File: config.mk
export PLATFORM = sky130hd
export DESIGN_NAME = otp_prog_seq
export DESIGN_NICKNAME = d
export VERILOG_FILES = /design/src/rtl/otp_prog_pkg.sv /design/src/rtl/otp_prot_check.sv /design/src/rtl/otp_slot_timer.sv /design/src/rtl/otp_bit_shifter.sv /design/src/rtl/otp_post_timer.sv /design/src/rtl/otp_prog_seq.sv
export SDC_FILE = /design/constraint.sdc
export NUM_CORES = 1
export LEC_CHECK = 0
export BUFFER_PORTS_ARGS = -buffer_cell sky130_fd_sc_hd__buf_2
export CAP_MARGIN = 10
export CORE_ASPECT_RATIO = 1.75
export CORE_MARGIN = 2
export CORE_UTILIZATION = 30
export CTS_BUF_LIST = sky130_fd_sc_hd__clkbuf_16
export DETAILED_ROUTE_END_ITERATION = 8
export PLACE_DENSITY = 0.62
export SETUP_SLACK_MARGIN = 0.3
export SLEW_MARGIN = 20
export SYNTH_ARGS = -nofsm -noshare
export SYNTH_HDL_FRONTEND = slang
export SYNTH_HIERARCHICAL = 1
export SYNTH_SLANG_ARGS = --single-unit
File: constraint.sdc
create_clock -name clk_i -period 4.25 [get_ports clk_i]
set_input_delay 0.85 -clock clk_i [delete_from_list [all_inputs] [get_ports clk_i]]
set_output_delay 0.85 -clock clk_i [all_outputs]
set_load 0.05 [all_outputs]
File: src/rtl/otp_prog_pkg.sv
package otp_prog_pkg;
  typedef enum logic [1:0] {
    ST_IDLE   = 2'd0,
    ST_PROG   = 2'd1,
    ST_SETTLE = 2'd2
  } seq_state_e;
endpackage

File: src/rtl/otp_prot_check.sv
module otp_prot_check #(
  parameter int WORDS = 8,
  localparam int AW = $clog2(WORDS)
) (
  input  logic [WORDS-1:0] prot_mask_i,
  input  logic [AW-1:0]    word_i,
  output logic             locked_o
);
  always_comb begin
    locked_o = 1'b0;
    for (int w = 0; w < WORDS; w++) begin
      if (word_i == AW'(w)) locked_o = prot_mask_i[w];
    end
  end
endmodule

File: src/rtl/otp_slot_timer.sv
module otp_slot_timer #(
  parameter int WORDS        = 8,
  parameter int WORD_BITS    = 32,
  parameter int CLKS_PER_BIT = 32,
  localparam int AW   = $clog2(WORDS),
  localparam int SW   = $clog2(WORDS * WORD_BITS),
  localparam int TW   = $clog2(CLKS_PER_BIT),
  localparam logic [TW-1:0] TMAX = TW'(CLKS_PER_BIT - 1)
) (
  input  logic          clk_i,
  input  logic          rst_ni,
  input  logic          start_i,
  input  logic          run_i,
  input  logic [AW-1:0] word_i,
  output logic [SW-1:0] slot_o,
  output logic          data_phase_o,
  output logic          bit_start_o,
  output logic          bit_end_o,
  output logic          last_o
);
  logic [TW-1:0] tick_q;
  logic [SW-1:0] slot_q;
  logic [SW-1:0] first_data, last_slot;

  // chain position of the selected word: lower words are stepped past first
  assign first_data = SW'(word_i) * SW'(WORD_BITS);
  assign last_slot  = first_data + SW'(WORD_BITS - 1);

  always_ff @(posedge clk_i or negedge rst_ni) begin
    if (!rst_ni) begin
      tick_q <= '0;
      slot_q <= '0;
    end else if (start_i) begin
      tick_q <= '0;
      slot_q <= '0;
    end else if (run_i) begin
      if (tick_q == TMAX) begin
        tick_q <= '0;
        slot_q <= slot_q + 1'b1;
      end else begin
        tick_q <= tick_q + 1'b1;
      end
    end
  end

  assign slot_o       = slot_q;
  assign data_phase_o = run_i && (slot_q >= first_data);
  assign bit_start_o  = run_i && (tick_q == '0);
  assign bit_end_o    = run_i && (tick_q == TMAX);
  assign last_o       = bit_end_o && (slot_q == last_slot);

  AST_SLOT_IN_RANGE: assert property (@(posedge clk_i) disable iff (!rst_ni)
    run_i |-> slot_q <= last_slot);
endmodule

File: src/rtl/otp_bit_shifter.sv
module otp_bit_shifter #(
  parameter int WORD_BITS = 32
) (
  input  logic                 clk_i,
  input  logic                 rst_ni,
  input  logic                 sw_we_i,
  input  logic [WORD_BITS-1:0] sw_data_i,
  input  logic                 lock_i,
  input  logic                 shift_i,
  output logic [WORD_BITS-1:0] data_o
);
  logic [WORD_BITS-1:0] data_q;

  always_ff @(posedge clk_i or negedge rst_ni) begin
    if (!rst_ni)                  data_q <= '0;
    else if (shift_i)             data_q <= {1'b0, data_q[WORD_BITS-1:1]};
    else if (sw_we_i && !lock_i)  data_q <= sw_data_i;
  end

  assign data_o = data_q;

  AST_DATA_FROZEN: assert property (@(posedge clk_i) disable iff (!rst_ni)
    lock_i && !shift_i |=> $stable(data_q));
  AST_ZERO_FILL: assert property (@(posedge clk_i) disable iff (!rst_ni)
    shift_i |=> !data_q[WORD_BITS-1]);
endmodule

File: src/rtl/otp_post_timer.sv
module otp_post_timer #(
  parameter int POST_CYCLES = 400,
  localparam int PW = $clog2(POST_CYCLES + 1)
) (
  input  logic clk_i,
  input  logic rst_ni,
  input  logic start_i,
  output logic active_o,
  output logic done_o
);
  logic [PW-1:0] cnt_q;

  always_ff @(posedge clk_i or negedge rst_ni) begin
    if (!rst_ni)           cnt_q <= '0;
    else if (start_i)      cnt_q <= PW'(POST_CYCLES);
    else if (cnt_q != '0)  cnt_q <= cnt_q - 1'b1;
  end

  assign active_o = (cnt_q != '0);
  assign done_o   = (cnt_q == PW'(1));

  AST_POST_LOAD: assert property (@(posedge clk_i) disable iff (!rst_ni)
    start_i |=> cnt_q == PW'(POST_CYCLES));
endmodule

File: src/rtl/otp_prog_seq.sv
module otp_prog_seq
  import otp_prog_pkg::*;
#(
  parameter int WORDS        = 8,
  parameter int WORD_BITS    = 32,
  parameter int CLKS_PER_BIT = 32,
  parameter int CLK_MHZ      = 200,
  parameter int POST_US      = 2,
  localparam int AW          = $clog2(WORDS),
  localparam int SW          = $clog2(WORDS * WORD_BITS),
  localparam int POST_CYCLES = CLK_MHZ * POST_US
) (
  input  logic                 clk_i,
  input  logic                 rst_ni,
  input  logic                 addr_we_i,
  input  logic [AW-1:0]        addr_i,
  input  logic                 data_we_i,
  input  logic [WORD_BITS-1:0] data_i,
  input  logic                 wr_req_i,
  input  logic                 err_clr_i,
  input  logic [WORDS-1:0]     prot_mask_i,
  output logic                 busy_o,
  output logic                 post_wait_o,
  output logic                 error_o,
  output logic [WORD_BITS-1:0] data_o,
  output logic [SW-1:0]        fuse_idx_o,
  output logic                 fuse_val_o,
  output logic                 fuse_pgm_o
);
  seq_state_e state_q;
  logic [AW-1:0] addr_sw_q, addr_lat_q;
  logic          err_q;
  logic          locked, go, run;
  logic [SW-1:0] slot;
  logic          data_phase, bit_start, bit_end, last_bit;
  logic          post_done, post_active;
  logic [WORD_BITS-1:0] data_q;

  otp_prot_check #(.WORDS(WORDS)) u_prot (
    .prot_mask_i (prot_mask_i),
    .word_i      (addr_sw_q),
    .locked_o    (locked)
  );

  assign run = (state_q == ST_PROG);
  assign go  = wr_req_i && (state_q == ST_IDLE) && !err_q && !locked;

  otp_slot_timer #(
    .WORDS(WORDS), .WORD_BITS(WORD_BITS), .CLKS_PER_BIT(CLKS_PER_BIT)
  ) u_slots (
    .clk_i        (clk_i),
    .rst_ni       (rst_ni),
    .start_i      (go),
    .run_i        (run),
    .word_i       (addr_lat_q),
    .slot_o       (slot),
    .data_phase_o (data_phase),
    .bit_start_o  (bit_start),
    .bit_end_o    (bit_end),
    .last_o       (last_bit)
  );

  otp_bit_shifter #(.WORD_BITS(WORD_BITS)) u_shift (
    .clk_i     (clk_i),
    .rst_ni    (rst_ni),
    .sw_we_i   (data_we_i),
    .sw_data_i (data_i),
    .lock_i    (run),
    .shift_i   (data_phase && bit_end),
    .data_o    (data_q)
  );

  otp_post_timer #(.POST_CYCLES(POST_CYCLES)) u_post (
    .clk_i    (clk_i),
    .rst_ni   (rst_ni),
    .start_i  (last_bit),
    .active_o (post_active),
    .done_o   (post_done)
  );

  always_ff @(posedge clk_i or negedge rst_ni) begin
    if (!rst_ni) state_q <= ST_IDLE;
    else begin
      unique case (state_q)
        ST_IDLE:   if (go)        state_q <= ST_PROG;
        ST_PROG:   if (last_bit)  state_q <= ST_SETTLE;
        ST_SETTLE: if (post_done) state_q <= ST_IDLE;
        default:                  state_q <= ST_IDLE;
      endcase
    end
  end

  always_ff @(posedge clk_i or negedge rst_ni) begin
    if (!rst_ni) begin
      addr_sw_q  <= '0;
      addr_lat_q <= '0;
    end else begin
      if (addr_we_i) addr_sw_q  <= addr_i;
      if (go)        addr_lat_q <= addr_sw_q;
    end
  end

  // error: clear wins; set on locked target or on request in settle window
  always_ff @(posedge clk_i or negedge rst_ni) begin
    if (!rst_ni)        err_q <= 1'b0;
    else if (err_clr_i) err_q <= 1'b0;
    else if (wr_req_i && !err_q &&
             (((state_q == ST_IDLE) && locked) || (state_q == ST_SETTLE)))
      err_q <= 1'b1;
  end

  assign busy_o      = run;
  assign post_wait_o = (state_q == ST_SETTLE);
  assign error_o     = err_q;
  assign data_o      = data_q;
  assign fuse_idx_o  = run ? slot : '0;
  assign fuse_val_o  = data_phase && data_q[0];
  assign fuse_pgm_o  = data_phase && bit_start && data_q[0];

  AST_PGM_IN_PROG: assert property (@(posedge clk_i) disable iff (!rst_ni)
    fuse_pgm_o |-> busy_o);
  AST_PGM_ONE_CYCLE: assert property (@(posedge clk_i) disable iff (!rst_ni)
    fuse_pgm_o |=> !fuse_pgm_o);
  AST_ADDR_HELD: assert property (@(posedge clk_i) disable iff (!rst_ni)
    busy_o && $past(busy_o) |-> $stable(addr_lat_q));
  AST_NO_OVERLAP: assert property (@(posedge clk_i) disable iff (!rst_ni)
    !(busy_o && post_wait_o));
  AST_SETTLE_FOLLOWS: assert property (@(posedge clk_i) disable iff (!rst_ni)
    $fell(busy_o) |-> post_wait_o && post_active);
  AST_LOCK_REJECT: assert property (@(posedge clk_i) disable iff (!rst_ni)
    wr_req_i && !busy_o && !post_wait_o && !error_o && locked |=> !busy_o && error_o);
  AST_ERR_STICKY: assert property (@(posedge clk_i) disable iff (!rst_ni)
    error_o && !err_clr_i |=> error_o);
  AST_REQ_IN_PROG: assert property (@(posedge clk_i) disable iff (!rst_ni)
    busy_o && !error_o |=> !error_o);
endmodule

==> metrics.txt <==
area leader, netlist dfrtp_1; worst path required time 3.40 ns; P&R area growth vs syn 26.4%; die span in y 145 um; top cells by area, synth dfrtp_1, mux2i_1, o21ai_1; Crit. Startpoint u_slots/slot_o[0]$_DFFE_PN0P_; synthesis-stage register bit count 63; Clock transition at path regs 0.05 ns; most frequent cell after synthesis dfrtp_1; chip width 84.5 um; CORE AREA roughly 11000 um2; RSZ-0062 raised after global routing no; Initial Utilization roughly 30%; Avg Vias per Cell ~4.9; final setup violation count 0; ys flop type dfrtp_1; hold path depth 1; Cell Count, Final, Fillers Out around 550; Synth cell types 51; top-area cell type share of the netlist area 46.3%; diode count 0; worst-case reg-to-reg path depth 9; CTS Sinks 63; Final TNS setup 0 ns; first-pass GRT wire length 13300 um; crit path launch type flop; DRT Wirelength 8000 um; Worst Max-Slew Pin Slew 1.00 ns; worst min-delay path class flop to flop; fmax 348 MHz; total CTS buffers 9; share of cells above drive strength 1 32.1%; post-route ant nets 0; I/O pins 94; top cells by count, synth dfrtp_1, nand2_1, mux2i_1, o21ai_1, inv_1; cell count after placement 537; die footprint 12300 um2; pwr/cell area 870 nW/um2; skew final 0.00727 ns; setup bufs post-CTS 0; status complete, no violations; PostCTS Resize Cnt 0; Max-Cap Viols 0; DRC violations left 0; detailed router's first-iteration violation count 76; min Tclk post-route between 2 and 3 ns; Post-synth EDFFs 0; htree depth 3; post-synthesis sequential area ratio 46.3%; post-DP HPWL 5840 um; Fin. Hold Viols 0; latest clock arrival within the worst-skew pair 0.33 ns; GRT Total Usage 13.3%; clk buf depth 2; Synth Warn # 6; Post-Syn Area about 3400 um2; Async SR Flop Fraction 100%; clk root buf clkbuf_16; Final Cycle Share 67.7%; syn_nets 383; type of the worst setup path flop to output pin; initial antenna violation count 0; CP max FO 4; synthesized instance count 324; net count reported at finish 475; largest net degree at the start of global routing 49; Rel. slew slack 32.6%; CP Capture Type output pin; CTS tree done; max-slew violations 0; R2R Path Start u_slots/tick_q[0]$_DFFE_PN0P_; I/O Buffers 93; DR vias 2709; routed len/inst 14.5 um; Final GP Congestion 0.769; Overflow after GRT 0; Worst Hold Launch u_post/cnt_q[8]$_DFFE_PN0P_; Worst VDD drop 0.000495 V; row cnt 51; TritonRoute pass-1 iters 5; Avg Inst Size Synth 10.5 um2; Leak Pwr between 2 and 2.5 nW; # hold bufs at CTS 0; filler instances 1135; CP arrival 2.03 ns; vias in the first global route 2793
metrics by stage:
step / power, mW / utilization (%) / hold slack, ns / cell area (um2) / setup slack, ns
final: 3.75 / 38.8 / 0.507 / 4310 / 1.37
after global routing: 3.98 / 38.8 / 0.520 / 4310 / 1.19
after CTS: 3.79 / 38.8 / 0.509 / 4300 / 1.28
after detailed placement: 2.87 / 35.4 / 0.494 / 3930 / 1.53
after global placement: 2.84 / 35.4 / 0.490 / 3930 / 1.58
after floorplan: 2.47 / - / 0.471 / 3410 / 1.19
cells by family after synthesis:
| group | Yosys count | synth area share [%] |
|---|---|---|
| fa+ha+maj | 10 | 3.67 |
| compound gates | 65 | 11.4 |
| mux | 47 | 15.1 |
| xor+xnor | 2 | 0.514 |
| simple gates | 105 | 17.2 |
| buf+inv | 32 | 5.84 |
| flops | 63 | 46.3 |
registers in the layout, indices dropped and copies added (netlist names):
name            count
u_shift/data_o     32
error_o             1
addr_sw_q           3
addr_lat_q          3
u_slots/slot_o      8
state_q             2
u_post/cnt_q        9
u_slots/tick_q      5
where the power goes:
| part | internal (mW) | leakage (nW) | switching (mW) |
|---|---|---|---|
| logic | 0.519 | 1.22 | 1.18 |
| clock network | 0.634 | 0.176 | 0.270 |
| registers | 0.872 | 0.758 | 0.273 |
final timing paths:
check / slack, ns / endpoint
max: 1.37 / fuse_pgm_o
min: 0.51 / u_post/cnt_q[8]$_DFFE_PN0P_
max reg2reg: 1.56 / u_shift/data_o[20]$_DFFE_PN0P_
min reg2reg: 0.51 / u_post/cnt_q[8]$_DFFE_PN0P_
max in group asynchronous: 3.02 / u_shift/data_o[8]$_DFFE_PN0P_
min in group asynchronous: 0.52 / u_post/cnt_q[2]$_DFFE_PN0P_
routing by layer:
metal  up-vias  part of all wire [%]  GRT usage [%]
met4         0                   1.7           5.00
met2        76                    52           23.3
met5         -                     0              0
li1       1327                     -              -
met3        11                   5.4           2.84
met1      1295                    41           15.8
worst max-delay path: stages (launching register included):
cell	delay, ns
dfrtp_1	0.41
inv_1	0.10
ha_1	0.14
nor4b_1	0.24
a41oi_1	0.15
a21oi_1	0.21
and3_1	0.18
buf_2	0.26
layout make-up:
type	instances	area [um2]	area share, %
clock buffer	9	225	5.23
inverter	15	56.3	1.31
multi-input combinational	229	1630	37.9
timing repair buffer	98	505	11.7
sequential	63	1580	36.6
tap	132	165	3.84
clock inverter	7	145	3.37
cell usage in the layout, fill, tap and decap left out, drive strengths merged, types with 3 or more instances in the layout:
master / Yosys / routed
buf: 9 / 98
dfrtp: 63 / 63
nand2: 38 / 38
o21ai: 37 / 37
mux2i: 35 / 35
inv: 15 / 15
nor2: 14 / 14
a21oi: 13 / 13
ha: 10 / 10
and2: 10 / 10
mux2: 10 / 10
clkbuf: 8 / 9
nor2b: 7 / 7
nand3: 7 / 7
nor3: 5 / 5
and3: 5 / 5
bufinv: 0 / 4
or4: 4 / 4
or3: 4 / 4
o31ai: 3 / 3
a2111oi: 3 / 3
Note: power is estimated with default switching activity, not from simulation.
